`src/rtl/netctl_pkg.sv`:
```
package netctl_pkg;
  // Byte offsets of the four access ports
  localparam int OFF_RDP = 'h10;  // control data window
  localparam int OFF_RAP = 'h12;  // pointer
  localparam int OFF_RST = 'h14;  // reset on read
  localparam int OFF_BDP = 'h16;  // bus-configuration data window

  // Register indices
  localparam int REG_CTL  = 0;
  localparam int REG_IBLO = 1;
  localparam int REG_IBHI = 2;
  localparam int REG_MISS = 112;
  localparam int BREG_SW  = 20;

  // Bit positions in the main register
  localparam int B_INIT = 0;
  localparam int B_STRT = 1;
  localparam int B_STOP = 2;
  localparam int B_TDMD = 3;
  localparam int B_IE   = 6;
  localparam int B_SUM  = 15;
  localparam int B_DESC = 1;      // in bus-configuration register 20

  // Sticky flags: index 0 is initialization done, 1..5 come from engines
  localparam int N_EV = 6;
  localparam int EV_POS [N_EV] = '{8, 9, 10, 11, 12, 14};

  typedef enum logic [2:0] {
    PORT_NONE, PORT_RDP, PORT_RAP, PORT_RST, PORT_BDP
  } port_e;
endpackage

```
`src/rtl/netctl_bus_decode.sv`:
```
module netctl_bus_decode
  import netctl_pkg::*;
#(
  parameter int AW = 5
) (
  input  logic          bus_sel,
  input  logic          bus_wr,
  input  logic          bus_rd,
  input  logic [AW-1:0] bus_off,
  output port_e         port,
  output logic          wr_rap,
  output logic          wr_rdp,
  output logic          wr_bdp,
  output logic          rd_rst,
  output logic          rd_any
);
  always_comb begin
    port = PORT_NONE;
    if (bus_sel) begin
      case (bus_off)
        AW'(OFF_RDP): port = PORT_RDP;
        AW'(OFF_RAP): port = PORT_RAP;
        AW'(OFF_RST): port = PORT_RST;
        AW'(OFF_BDP): port = PORT_BDP;
        default:      port = PORT_NONE;
      endcase
    end
  end

  assign wr_rap = bus_wr && (port == PORT_RAP);
  assign wr_rdp = bus_wr && (port == PORT_RDP);
  assign wr_bdp = bus_wr && (port == PORT_BDP);
  assign rd_rst = bus_rd && (port == PORT_RST);
  assign rd_any = bus_rd && (port != PORT_NONE);
endmodule

```
`src/rtl/netctl_csr0.sv`:
```
module netctl_csr0
  import netctl_pkg::*;
#(
  parameter int DW = 16
) (
  input  logic            clk,
  input  logic            rst_n,
  input  logic            soft_clr,
  input  logic            wr,
  input  logic [DW-1:0]   wdata,
  input  logic [N_EV-2:0] ev_ext,
  input  logic            reload_done,
  output logic [DW-1:0]   image,
  output logic [N_EV-1:0] flags,
  output logic            ie,
  output logic            run,
  output logic            cmd_init_p,
  output logic            cmd_start_p,
  output logic            cmd_stop_p,
  output logic            cmd_tdmd_p,
  output logic            irq
);
  logic stop_w, init_w, start_w, tdmd_w, pend, idon_set;
  logic [N_EV-1:0] set_vec;
  logic unused_wbits;

  assign unused_wbits = ^wdata;

  // Stop overrides every other command in the same word
  assign stop_w   = wr && wdata[B_STOP];
  assign init_w   = wr && wdata[B_INIT] && !stop_w;
  assign start_w  = wr && wdata[B_STRT] && !stop_w;
  assign tdmd_w   = wr && wdata[B_TDMD] && !stop_w;
  assign idon_set = reload_done && pend && !stop_w;
  assign set_vec  = {ev_ext, idon_set};

  always_ff @(posedge clk or negedge rst_n) begin
    if (!rst_n) begin
      {cmd_init_p, cmd_start_p, cmd_stop_p, cmd_tdmd_p} <= '0;
      pend <= 1'b0;
      run  <= 1'b0;
      ie   <= 1'b0;
    end else if (soft_clr) begin
      {cmd_init_p, cmd_start_p, cmd_stop_p, cmd_tdmd_p} <= '0;
      pend <= 1'b0;
      run  <= 1'b0;
      ie   <= 1'b0;
    end else begin
      cmd_init_p  <= init_w;
      cmd_start_p <= start_w;
      cmd_stop_p  <= stop_w;
      cmd_tdmd_p  <= tdmd_w;
      if (stop_w)           pend <= 1'b0;
      else if (init_w)      pend <= 1'b1;
      else if (reload_done) pend <= 1'b0;
      if (stop_w)       run <= 1'b0;
      else if (start_w) run <= 1'b1;
      if (wr) ie <= wdata[B_IE];
    end
  end

  // One sticky flag per event; a set in the same cycle beats a clear
  for (genvar g = 0; g < N_EV; g++) begin : g_flag
    always_ff @(posedge clk or negedge rst_n) begin
      if (!rst_n)                        flags[g] <= 1'b0;
      else if (soft_clr)                 flags[g] <= 1'b0;
      else if (set_vec[g])               flags[g] <= 1'b1;
      else if (wr && wdata[EV_POS[g]])   flags[g] <= 1'b0;
    end
  end

  always_comb begin
    image = '0;
    for (int i = 0; i < N_EV; i++) image[EV_POS[i]] = flags[i];
    image[B_SUM]  = |flags;
    image[B_IE]   = ie;
    image[B_STRT] = run;
    image[B_STOP] = !run;
  end

  assign irq = (|flags) && ie;
endmodule

```
`src/rtl/netctl_sat_cnt.sv`:
```
module netctl_sat_cnt #(
  parameter int W = 16
) (
  input  logic         clk,
  input  logic         rst_n,
  input  logic         clr,
  input  logic         inc,
  output logic [W-1:0] q
);
  localparam logic [W-1:0] TOP = {W{1'b1}};

  always_ff @(posedge clk or negedge rst_n) begin
    if (!rst_n)                  q <= '0;
    else if (clr)                q <= '0;
    else if (inc && (q != TOP))  q <= q + 1'b1;
  end
endmodule

```
`src/rtl/netctl_regfile.sv`:
```
module netctl_regfile
  import netctl_pkg::*;
#(
  parameter int AW    = 5,
  parameter int DW    = 16,
  parameter int PTR_W = 7,
  parameter int CNT_W = 16
) (
  input  logic            clk,
  input  logic            rst_n,
  input  logic            bus_sel,
  input  logic            bus_wr,
  input  logic            bus_rd,
  input  logic [AW-1:0]   bus_off,
  input  logic [DW-1:0]   bus_wdata,
  output logic [DW-1:0]   bus_rdata,
  input  logic            ev_tx_done,
  input  logic            ev_rx_done,
  input  logic            ev_mem_err,
  input  logic            ev_missed,
  input  logic            ev_babble,
  input  logic            reload_done,
  output logic            cmd_init_p,
  output logic            cmd_start_p,
  output logic            cmd_stop_p,
  output logic            cmd_tdmd_p,
  output logic            ctl_rst_p,
  output logic            irq,
  output logic [2*DW-1:0] ib_addr,
  output logic            desc32_mode
);
  localparam logic [PTR_W-1:0] P_CTL  = PTR_W'(REG_CTL);
  localparam logic [PTR_W-1:0] P_IBLO = PTR_W'(REG_IBLO);
  localparam logic [PTR_W-1:0] P_IBHI = PTR_W'(REG_IBHI);
  localparam logic [PTR_W-1:0] P_MISS = PTR_W'(REG_MISS);
  localparam logic [PTR_W-1:0] P_SW   = PTR_W'(BREG_SW);

  port_e             port;
  logic              wr_rap, wr_rdp, wr_bdp, rd_rst, rd_any, soft_clr;
  logic [PTR_W-1:0]  ptr;
  logic [DW-1:0]     ib_lo, ib_hi, csr_image;
  logic [N_EV-1:0]   ev_flags;
  logic              csr_ie, csr_run;
  logic [CNT_W-1:0]  miss_cnt;

  netctl_bus_decode #(.AW(AW)) u_dec (
    .bus_sel(bus_sel), .bus_wr(bus_wr), .bus_rd(bus_rd), .bus_off(bus_off),
    .port(port), .wr_rap(wr_rap), .wr_rdp(wr_rdp), .wr_bdp(wr_bdp),
    .rd_rst(rd_rst), .rd_any(rd_any)
  );

  assign soft_clr = rd_rst;

  netctl_csr0 #(.DW(DW)) u_csr0 (
    .clk(clk), .rst_n(rst_n), .soft_clr(soft_clr),
    .wr(wr_rdp && (ptr == P_CTL)), .wdata(bus_wdata),
    .ev_ext({ev_babble, ev_missed, ev_mem_err, ev_rx_done, ev_tx_done}),
    .reload_done(reload_done), .image(csr_image), .flags(ev_flags),
    .ie(csr_ie), .run(csr_run),
    .cmd_init_p(cmd_init_p), .cmd_start_p(cmd_start_p),
    .cmd_stop_p(cmd_stop_p), .cmd_tdmd_p(cmd_tdmd_p), .irq(irq)
  );

  netctl_sat_cnt #(.W(CNT_W)) u_miss (
    .clk(clk), .rst_n(rst_n), .clr(soft_clr), .inc(ev_missed), .q(miss_cnt)
  );

  always_ff @(posedge clk or negedge rst_n) begin
    if (!rst_n) begin
      ptr <= '0; ib_lo <= '0; ib_hi <= '0; desc32_mode <= 1'b0; ctl_rst_p <= 1'b0;
    end else begin
      ctl_rst_p <= soft_clr;
      if (soft_clr) begin
        ptr <= '0; ib_lo <= '0; ib_hi <= '0; desc32_mode <= 1'b0;
      end else begin
        if (wr_rap) ptr <= bus_wdata[PTR_W-1:0];
        if (wr_rdp && ptr == P_IBLO) ib_lo <= bus_wdata;
        if (wr_rdp && ptr == P_IBHI) ib_hi <= bus_wdata;
        if (wr_bdp && ptr == P_SW)   desc32_mode <= bus_wdata[B_DESC];
      end
    end
  end

  assign ib_addr = {ib_hi, ib_lo};

  always_comb begin
    bus_rdata = '0;
    if (rd_any) begin
      case (port)
        PORT_RAP: bus_rdata = DW'(ptr);
        PORT_RDP: begin
          case (ptr)
            P_CTL:   bus_rdata = csr_image;
            P_IBLO:  bus_rdata = ib_lo;
            P_IBHI:  bus_rdata = ib_hi;
            P_MISS:  bus_rdata = DW'(miss_cnt);
            default: bus_rdata = '0;
          endcase
        end
        PORT_BDP: if (ptr == P_SW) bus_rdata[B_DESC] = desc32_mode;
        default:  bus_rdata = '0;
      endcase
    end
  end
endmodule

```
`config.mk`:
```
export PLATFORM = sky130hd
export DESIGN_NAME = netctl_regfile
export DESIGN_NICKNAME = d
export VERILOG_FILES = /design/src/rtl/netctl_pkg.sv /design/src/rtl/netctl_bus_decode.sv /design/src/rtl/netctl_csr0.sv /design/src/rtl/netctl_sat_cnt.sv /design/src/rtl/netctl_regfile.sv
export SDC_FILE = /design/constraint.sdc
export NUM_CORES = 1
export LEC_CHECK = 0
export CAP_MARGIN = 5
export CORE_MARGIN = 3
export CORE_UTILIZATION = 34
export CTS_CLUSTER_SIZE = 8
export DETAILED_ROUTE_END_ITERATION = 8
export GPL_ROUTABILITY_DRIVEN = 0
export SLEW_MARGIN = 20
export SYNTH_ARGS = -nofsm -noshare
export SYNTH_HDL_FRONTEND = slang
export SYNTH_SLANG_ARGS = --single-unit
```
`constraint.sdc`:
```
create_clock -name clk -period 1.7 [get_ports clk]
set_clock_uncertainty 0.05 [all_clocks]
set_input_delay 0.255 -clock clk [delete_from_list [all_inputs] [get_ports clk]]
set_output_delay 0.255 -clock clk [all_outputs]
set_load 0.05 [all_outputs]
```
==> results.ini, run 1 <==
[logic_synthesis]
synth_cell_types=56
syn_area_mm2=0.00380
ys_warn_count=0
ys_seq_area_share_pct=46.1
synth_fa_ha_area_share_pct=0.329
synthSimpleGateAreaFrac_pct=23.3
synth.area.mux_share_pct=7.38
ys_seq_elements=70
synth_fp_nets=445
synthCells=412
synth_top_family_by_area=simple AND/OR/NAND/NOR gates
synth_compound_area_share_pct=16.7
synth.avg_cell_area_um2=9.22
synthXorXnorAreaFrac_pct=1.84
synth_edf_count=0
synth_ff_type=dfrtp_1
synth-async-reset-ratio_pct=100

[critical_path]
end_kind=output port
worst-path-buf-inv=2
critPathTopFamily=simple AND/OR/NAND/NOR gates
worstSetupPathType=reg -> out
worstPathCellList=or4_4, nor4_4, a21oi_1, a222oi_1, buf_4, nor2_4, buf_12
worstPathArrival_ns=2.11
cp_slowest_stage_delay_ns=0.56
crit_required_ns=1.39
cp_max_fo=2
cp_slowest_cell=or4_4
startpoint_type=flop

[die]
rows=37
fp.dieW_um=112
coreArea_mm2=0.0106
initial_core_util_pct=35.8
die_y_um=112
die_area_mm2=0.0125
num_io_pins=87

[route]
drcViolationCount=0
ant_nets=0
first_pass_iters=5
drt_iter0_drc=230
vias_per_cell=5.41
wl_per_cell_um=18.5
vias=3962
wl_um=13500

[timing]
fin_crit_sh_pct=142
final_hold_viol_count=0
fmax_ghz=0.413
rsz0062_at_grt=yes
relSlewSlack_pct=67.7
layout_min_cycle_time_ns=2.42
postLayoutSetupSlackWorst_ns=-0.719
max_slew.worst_pin.slew_ns=0.485
setup_viol=61
slew_viol_final=0

[placed_design]
place_area_mm2=0.00567
numPortBuffers=86
pre_cts_slack_ns=-0.622
hpwlAfterDp_um=9400
dp_cells=696

[clocking]
clk_path_buf_depth=2
h-tree-depth=3
clock_sinks=70
cts_root_buf=clkbuf_8
cts_made_buffers=9
clk_latency_ns=0.35
clk_pin_slew_worst_paths_ns=0.08
cts_tree=done

[flow_run]
maxCapViolations=0

[power_and_ir_drop]
p_comb_share_pct=32.8
power_density_mw_per_mm2=705
switching_share_pct=33.6
intPower_uw=3070
p_leak_uw=0.00282
p_switching_uw=1550
clkPwrFrac_pct=26.8
seqPwrFrac_pct=40.4
irDropWorstVdd_uv=375

[worst_hold_path]
min_path_type=in -> async

[final_layout]
mostFrequentLayoutCells=112 x buf_4, 68 x dfrtp_1, 27 x nor2_1
syn_to_final_growth_pct=72.4
drive_gt1_share_pct=48.6
instances_no_fill=733
final_common_cell=buf_4
antenna_cells=0
utilization_pct=61.8
nets=625
fin_area_mm2=0.00655
fillers=833

[status]
violations=negative setup slack
status=finished, violations left

[global_route]
track_usage_pct=21.7
antenna_found_initial=0
grt_pass1_wl_um=21900
grt_pass1_vias=4092
grt_max_degree=35
grt_overflow_total=0

[cell families (layout without fill, tap and decap cells)]
group           after synthesis  in the layout
simple gates                165            165
compound gates              104            104
flops                        70             70
buf+inv                      36            221
mux                          28             28
xor+xnor                      8              8
fa+ha+maj                     1              1
[synth_stat cells, drive strengths merged, types with 7 or more instances]
library cell,number,area [µm²]
o21ai,27,135
inv,9,33.8
nor2,52,228
nand3,24,133
a22oi,10,75.1
a21oi,37,185
nor3,11,82.6
nand2,39,146
dfrtp,70,1750
buf,16,88.8
mux2i,28,280
xor2,7,61.3
clkbuf,11,42.5
[area by class of cell]
| cell class | instances | area [µm²] | share of cell area, % |
|---|---|---|---|
| Multi-Input combinational cell | 306 | 2450 | 37.4 |
| Timing Repair Buffer | 196 | 1970 | 30.1 |
| Sequential cell | 70 | 1750 | 26.8 |
| Tap cell | 136 | 170 | 2.60 |
| Clock buffer | 10 | 128 | 1.95 |
| Clock inverter | 6 | 46.3 | 0.707 |
| Inverter | 9 | 33.8 | 0.516 |
[layer usage]
metal | vias to the layer above | part of all wire (%) | GRT usage (%) | wire length, µm
met5 | - | 0 | 0 | 0
met4 | 0 | 1.7 | 5.27 | 226
met3 | 18 | 6.3 | 4.51 | 850
met2 | 150 | 49 | 35.2 | 6610
met1 | 1940 | 43 | 29.8 | 5850
li1 | 1854 | - | - | -
[what timing repair did]
item / in CTS / in global routing
pin swaps: 26 / 37
gates cloned: 2 / 0
endpoints found under the setup margin: 81 / 72
gates resized for setup: 82 / 65
buffers inserted: 11 / 12
endpoints found under the hold margin: 16 / 0
hold buffers: 1 / 0
[sequential cells by signal (all words and copies together), names as in the netlist, 6 cells and up]
| register | flops |
|---|---|
| ib_hi | 16 |
| ib_lo | 16 |
| ptr | 7 |
| u_csr0.flags | 6 |
| u_miss.q | 16 |
[power by group through the flow]
| stage | logic [µW] | clock network, µW | registers [µW] |
|---|---|---|---|
| 2_1_floorplan | 551 | 0 | 1910 |
| 3_3_place_gp | 1180 | 0 | 1880 |
| 3_5_place_dp | 1200 | 0 | 1880 |
| 4_1_cts | 1400 | 1260 | 1860 |
| 5_1_grt | 1650 | 1330 | 1880 |
| 6_report | 1510 | 1240 | 1870 |
[worst paths after layout]
check / from / end / slack [ns] / cells past startpoint
max: u_csr0.flags[5] / bus_rdata[15] / -0.72 / 7
min: rst_n / ctl_rst_p / 0.33 / 2
max in group asynchronous: rst_n / ptr[4] / 0.68 / 3
max reg2reg: ptr[5] / ib_lo[15] / -0.54 / 13
min reg2reg: desc32_mode / desc32_mode / 0.51 / 2
min in group clk: ev_mem_err / u_csr0.flags[3] / 0.44 / 3
[stage by stage]
| stage | setup TNS, ns | total power, µW | hold slack (ns) |
|---|---|---|---|
| 2_1_floorplan | -6.31 | 2460 | -0.0906 |
| 3_3_place_gp | -38.19 | 3060 | 0.192 |
| 3_5_place_dp | -42.45 | 3080 | 0.193 |
| 4_1_cts | -19.16 | 4520 | 0.341 |
| 5_1_grt | -36.12 | 4860 | 0.368 |
| 6_report | -28.47 | 4620 | 0.332 |
Note: power is estimated with default switching activity, not from simulation.
==> run 2: changes to the inputs <==
Settings changed: CORE_ASPECT_RATIO set to 1.4, CORE_UTILIZATION 34 to 46, PLACE_DENSITY set to 0.77.
==> run 2 against run 1 <==
  * The run still ends with negative setup slack left
  * Sequential share of layout area is 0.50 points lower
  * Core utilization is 23 points higher
  * Via count is 11% higher
  * Total power is 6.7% higher
  * Non-clock buffer count is 10 higher
  * Clock-buffer cell count is 1 higher
  * Critical path type unchanged
  * Largest cell class unchanged
  * Largest power group unchanged
==> results.ini, run 2 (same netlist as run 1, synthesis figures left out) <==
[clocking]
clock_sinks=70  ; unchanged
clk_pin_slew_worst_paths_ns=0.08  ; about the same
h-tree-depth=3  ; unchanged
cts_made_buffers=9  ; unchanged
cts_tree=done
clk_latency_ns=0.37  ; +0.02 ns
cts_root_buf=clkbuf_8
clk_path_buf_depth=2  ; unchanged

[critical_path]
end_kind=output port
worstPathArrival_ns=2.23  ; +0.12 ns
reg2regPathDepth=11  ; -2
cp_slowest_stage_delay_ns=0.56  ; about the same
cp_max_fo=2  ; unchanged
worstSetupPathType=reg -> out
cp_slowest_cell=or4_4
worstPathCellList=or4_4, nor4_4, a21oi_2, a222oi_1, buf_4, nor2_4, buf_12
crit_required_ns=1.39  ; about the same
startpoint_type=flop

[timing]
max_slew.worst_pin.slew_ns=0.442  ; -0.0429 ns
fmax_ghz=0.394  ; -4.7%
final_hold_viol_count=0  ; unchanged
fin_crit_sh_pct=149  ; +7.0 points
rsz0062_at_grt=yes
postLayoutSetupSlackWorst_ns=-0.838  ; -0.119 ns
slew_viol_final=0  ; unchanged
layout_min_cycle_time_ns=2.54  ; +0.119 ns
setup_viol=71  ; +16%
relSlewSlack_pct=70.4  ; +2.8 points
final.setup.tns_ns=-32.78  ; -4.31 ns

[power_and_ir_drop]
p_comb_share_pct=33.4  ; +0.6 points
power_density_mw_per_mm2=738  ; +4.6%
seqPwrFrac_pct=38.4  ; -2.0 points
p_switching_uw=1670  ; +7.5%
clkPwrFrac_pct=28.2  ; +1.4 points
switching_share_pct=33.8  ; +0.23 points
intPower_uw=3260  ; +6.4%
irDropWorstVdd_uv=649  ; +73%
p_leak_uw=0.00292  ; +3.2%

[final_layout]
mostFrequentLayoutCells=118 x buf_4, 66 x dfrtp_1, 32 x buf_6, 26 x clkdlybuf4s50_1
drive_gt1_share_pct=53.2  ; +4.6 points
fin_area_mm2=0.00668  ; +2.1%
nets=635  ; +1.6%
top_regs=ib_hi (16), ib_lo (16), u_miss.q (16)
final_common_cell=buf_4
syn_to_final_growth_pct=75.9
antenna_cells=0  ; unchanged
fillers=375  ; -55%

[status]
status=finished, violations left
violations=negative setup slack

[placed_design]
hpwlAfterDp_um=9480  ; +0.80%
numPortBuffers=86  ; unchanged
place_area_mm2=0.00563  ; -0.75%

[die]
initial_core_util_pct=48.1  ; +12 points
num_io_pins=87  ; unchanged
coreArea_mm2=0.00789  ; -26%
fp.dieW_um=82.8  ; -26%
die_area_mm2=0.00940  ; -25%
die_y_um=114  ; +1.6%
rows=38  ; +2.7%

[global_route]
grt_overflow_total=0  ; unchanged
antenna_found_initial=0  ; unchanged
track_usage_pct=31.0  ; +9.3 points
grt_pass1_wl_um=22900  ; +4.9%
grt_pass1_vias=4366  ; +6.7%
grt_max_degree=71  ; +100%

[route]
drcViolationCount=0  ; unchanged
vias=4407  ; +11%
ant_nets=0  ; unchanged
first_pass_iters=6  ; +1
drt_iter0_drc=434  ; +89%
vias_per_cell=6.23  ; +15%
wl_per_cell_um=22.3  ; +21%
wl_um=15800  ; +17%

[worst_hold_path]
min_path_type=in -> async

[flow_run]
maxCapViolations=0  ; unchanged

run 2: worst max-delay path: cells and delay by family, from the launching register on:
| family | cells | cell delay (ns) |
|---|---|---|
| AO/OA/AOI/OAI | 2 | 0.38 |
| buffers and inverters | 2 | 0.34 |
| AND/OR/NAND/NOR | 3 | 0.76 |
| flip-flops | 1 | 0.40 |
run 2: final cells by class:
class	count	area, µm²	area share [%]
inverter	9	33.8	0.506
clock inverter	5	58.8	0.880
sequential	70	1760	26.3
tap	100	125	1.87
clock buffer	11	141	2.12
multi-input combinational	306	2520	37.7
timing repair buffer	206	2040	30.6
run 2: repair_timing:
item,4_1_cts,5_1_grt
resized for setup,91,85
endpoints found under the setup margin,85,82
buffers inserted,16,14
pin swaps,20,30
cloned,3,0
hold buffers,1,0
hold endpoints to repair,70,0
run 2: final timing paths:
kind | end | slack, ns | start
min | ib_lo[3] | 0.38 | rst_n
max in group asynchronous | ib_lo[12] | 0.88 | rst_n
max reg2reg | ib_hi[5] | -0.60 | ptr[4]
min reg2reg | ib_lo[15] | 0.53 | ib_lo[15]
min in group clk | u_csr0.flags[1] | 0.42 | ev_tx_done
max | bus_rdata[15] | -0.84 | u_csr0.flags[5]
run 2: per-layer routing:
metal	global-route usage (%)	up-vias	part of all wire (%)
met2	55.9	281	52
met5	0	-	0
met4	15.2	0	6.2
met3	7.08	88	6.9
li1	-	1869	-
met1	34.2	2169	35
run 2: per-stage QoR:
step / power (µW) / setup WS (ns) / util (%) / std cells / hold WS [ns]
finish: 4930 / -0.838 / 84.7 / 707 / 0.383
global route: 5100 / -0.924 / 84.7 / 707 / 0.442
CTS: 4570 / -0.778 / 79.8 / 695 / 0.405
detailed placement: 3080 / -0.566 / 71.3 / 662 / 0.261
global placement: 3040 / -0.533 / 71.3 / 662 / 0.255
floorplan: 2460 / -0.348 / - / 412 / -0.0906
run 2: power by group through the flow:
stage               Clock, µW  Combinational (µW)  Sequential, µW
CTS                      1380                1340            1860
floorplan                   0                 551            1910
finish                   1390                1650            1890
detailed placement          0                1200            1880
global route             1470                1740            1890
global placement            0                1160            1880
==> run 3: changes to the inputs <==
Settings changed: CORE_ASPECT_RATIO 1.4 to not set.
==> run 3 against run 2 <==
  * The flow still finishes with violations (negative setup slack)
  * Critical path depth rose by 1
  * Global-route usage is 3.1 points higher
  * Sequential share of layout area is 1.1 points lower
  * Hold slack improved by 0.017 ns
  * Critical path type unchanged
  * Largest power group unchanged
  * Highest routed layer unchanged
==> results.ini, run 3 (same netlist as run 1, synthesis figures left out) <==
[clocking]
cts_made_buffers=9  ; unchanged
h-tree-depth=3  ; unchanged
clock_sinks=70  ; unchanged
clk_pin_slew_worst_paths_ns=0.09  ; about the same
cts_tree=done
clk_path_buf_depth=2  ; unchanged
cts_root_buf=clkbuf_8
clk_latency_ns=0.39  ; +0.02 ns

[global_route]
grt_max_degree=71  ; unchanged
grt_pass1_wl_um=25300  ; +10%
grt_pass1_vias=4545  ; +4.1%
antenna_found_initial=0  ; unchanged
grt_overflow_total=0  ; unchanged
track_usage_pct=34.1  ; +3.1 points

[final_layout]
antenna_cells=0  ; unchanged
utilization_pct=88.4  ; +3.7 points
syn_to_final_growth_pct=83.6
top_regs=ib_hi (16), ib_lo (16), u_miss.q (16)
drive_gt1_share_pct=55.4  ; +2.2 points
nets=636  ; +0.16%
instances_no_fill=710  ; +0.42%
fin_area_mm2=0.00697  ; +4.4%
mostFrequentLayoutCells=114 x buf_4, 67 x dfrtp_1, 30 x buf_6, 27 x nand2_1, 26 x clkdlybuf4s50_1
fillers=318  ; -15%
final_common_cell=buf_4

[route]
wl_um=19300  ; +22%
vias_per_cell=6.86  ; +10%
drt_iter0_drc=687  ; +58%
vias=4868  ; +10%
ant_nets=0  ; unchanged
wl_per_cell_um=27.1  ; +21%
drcViolationCount=0  ; unchanged
first_pass_iters=7  ; +1

[timing]
slew_viol_final=0  ; unchanged
fmax_ghz=0.385  ; -2.4%
layout_min_cycle_time_ns=2.60  ; +0.0623 ns
rsz0062_at_grt=yes
postLayoutSetupSlackWorst_ns=-0.901  ; -0.0623 ns
max_slew.worst_pin.slew_ns=0.528  ; +0.0859 ns
fin_hold_ws_ns=0.400  ; +0.0165 ns
fin_crit_sh_pct=153  ; +3.7 points
final.setup.tns_ns=-29.74  ; +3.04 ns
final_hold_viol_count=0  ; unchanged
relSlewSlack_pct=64.7  ; -5.7 points
setup_viol=76  ; +7.0%

[power_and_ir_drop]
power_density_mw_per_mm2=770  ; +4.4%
irDropWorstVdd_uv=920  ; +42%
p_leak_uw=0.00301  ; +3.2%

[status]
status=finished, violations left
violations=negative setup slack

[worst_hold_path]
min_path_type=in -> async

[die]
initial_core_util_pct=48.2  ; about the same
fp.dieW_um=96.9  ; +17%
coreArea_mm2=0.00789  ; about the same
die_y_um=96.9  ; -15%
die_area_mm2=0.00938  ; -0.16%
num_io_pins=87  ; unchanged
rows=32  ; -16%

[critical_path]
end_kind=output port
worstSetupPathType=reg -> out
reg2regPathDepth=10  ; -1
startpoint_type=flop
cp_max_fo=4  ; +2
crit_required_ns=1.39  ; about the same
worstPathArrival_ns=2.30  ; +0.07 ns

[flow_run]
maxCapViolations=0  ; unchanged

[placed_design]
place_area_mm2=0.00557  ; -1.0%
hpwlAfterDp_um=8800  ; -7.2%
dp_cells=656  ; -0.91%
numPortBuffers=86  ; unchanged

[run 3: cell types whose count changed in the layout (fill, tap and decap cells not counted), moves of 3 or more]
cell     before  now
inv_6         0    3
buf_4       118  114
nand2_1      24   27
xor2_2        0    3
o21ai_0       9    6
xor2_1        7    4
buf_16        1    4
o21ai_2       4    7
[run 3: timing repair]
action,in CTS,in global routing
pin swaps,30,30
gates cloned,7,2
hold endpoints to repair,70,0
setup endpoints to repair,87,79
resized for setup,96,107
setup buffers,18,16
hold buffers,1,0
[run 3: final timing paths]
check,from,to,slack (ns)
setup / recovery,ptr[0],bus_rdata[13],-0.90
hold / removal,rst_n,desc32_mode,0.40
setup reg to reg,ptr[4],ib_hi[3],-0.61
hold reg to reg,ib_hi[10],ib_hi[10],0.52
max in group asynchronous,rst_n,u_miss.q[2],0.86
min in group clk,ev_tx_done,u_csr0.flags[1],0.41
[run 3: metrics by stage]
stage,worst slack (ns),power (µW)
5_1_grt,-0.937,5480
6_report,-0.901,5370
3_3_place_gp,-0.644,3000
4_1_cts,-0.847,4790
2_1_floorplan,-0.348,2460
3_5_place_dp,-0.695,3040
[run 3: power by group]
part | internal (µW) | total, µW | switching (µW)
Combinational | 811 | 1800 | 990
Sequential | 1770 | 1910 | 138
Clock | 850 | 1660 | 812
Total | 3430 | 5370 | 1940
[run 3: layout make-up]
class | instances | area [µm²] | share of cell area, %
multi-input cells | 306 | 2650 | 37.9
repair buffers | 207 | 2180 | 31.2
flip-flops and latches | 70 | 1760 | 25.2
well taps | 102 | 128 | 1.83
clock buffers | 9 | 124 | 1.78
clock inverters | 7 | 105 | 1.51
inverters | 9 | 38.8 | 0.556
[run 3: per-layer routing]
metal | global-route usage [%] | vias to the layer above | wire (µm)
li1 | - | 1871 | -
met1 | 42.4 | 2344 | 6520
met2 | 56.1 | 498 | 8740
met3 | 6.92 | 155 | 2460
met4 | 17.6 | 0 | 1540
met5 | 0 | - | 0
[run 3: worst max-delay path, cell delays in order, from the launching register on]
cell	delay, ns
dfrtp_1	0.46
nor3b_2	0.23
buf_4	0.16
nand4_1	0.16
a21oi_4	0.22
nand2_4	0.12
bufbuf_16	0.29
nor2_4	0.11
buf_12	0.14
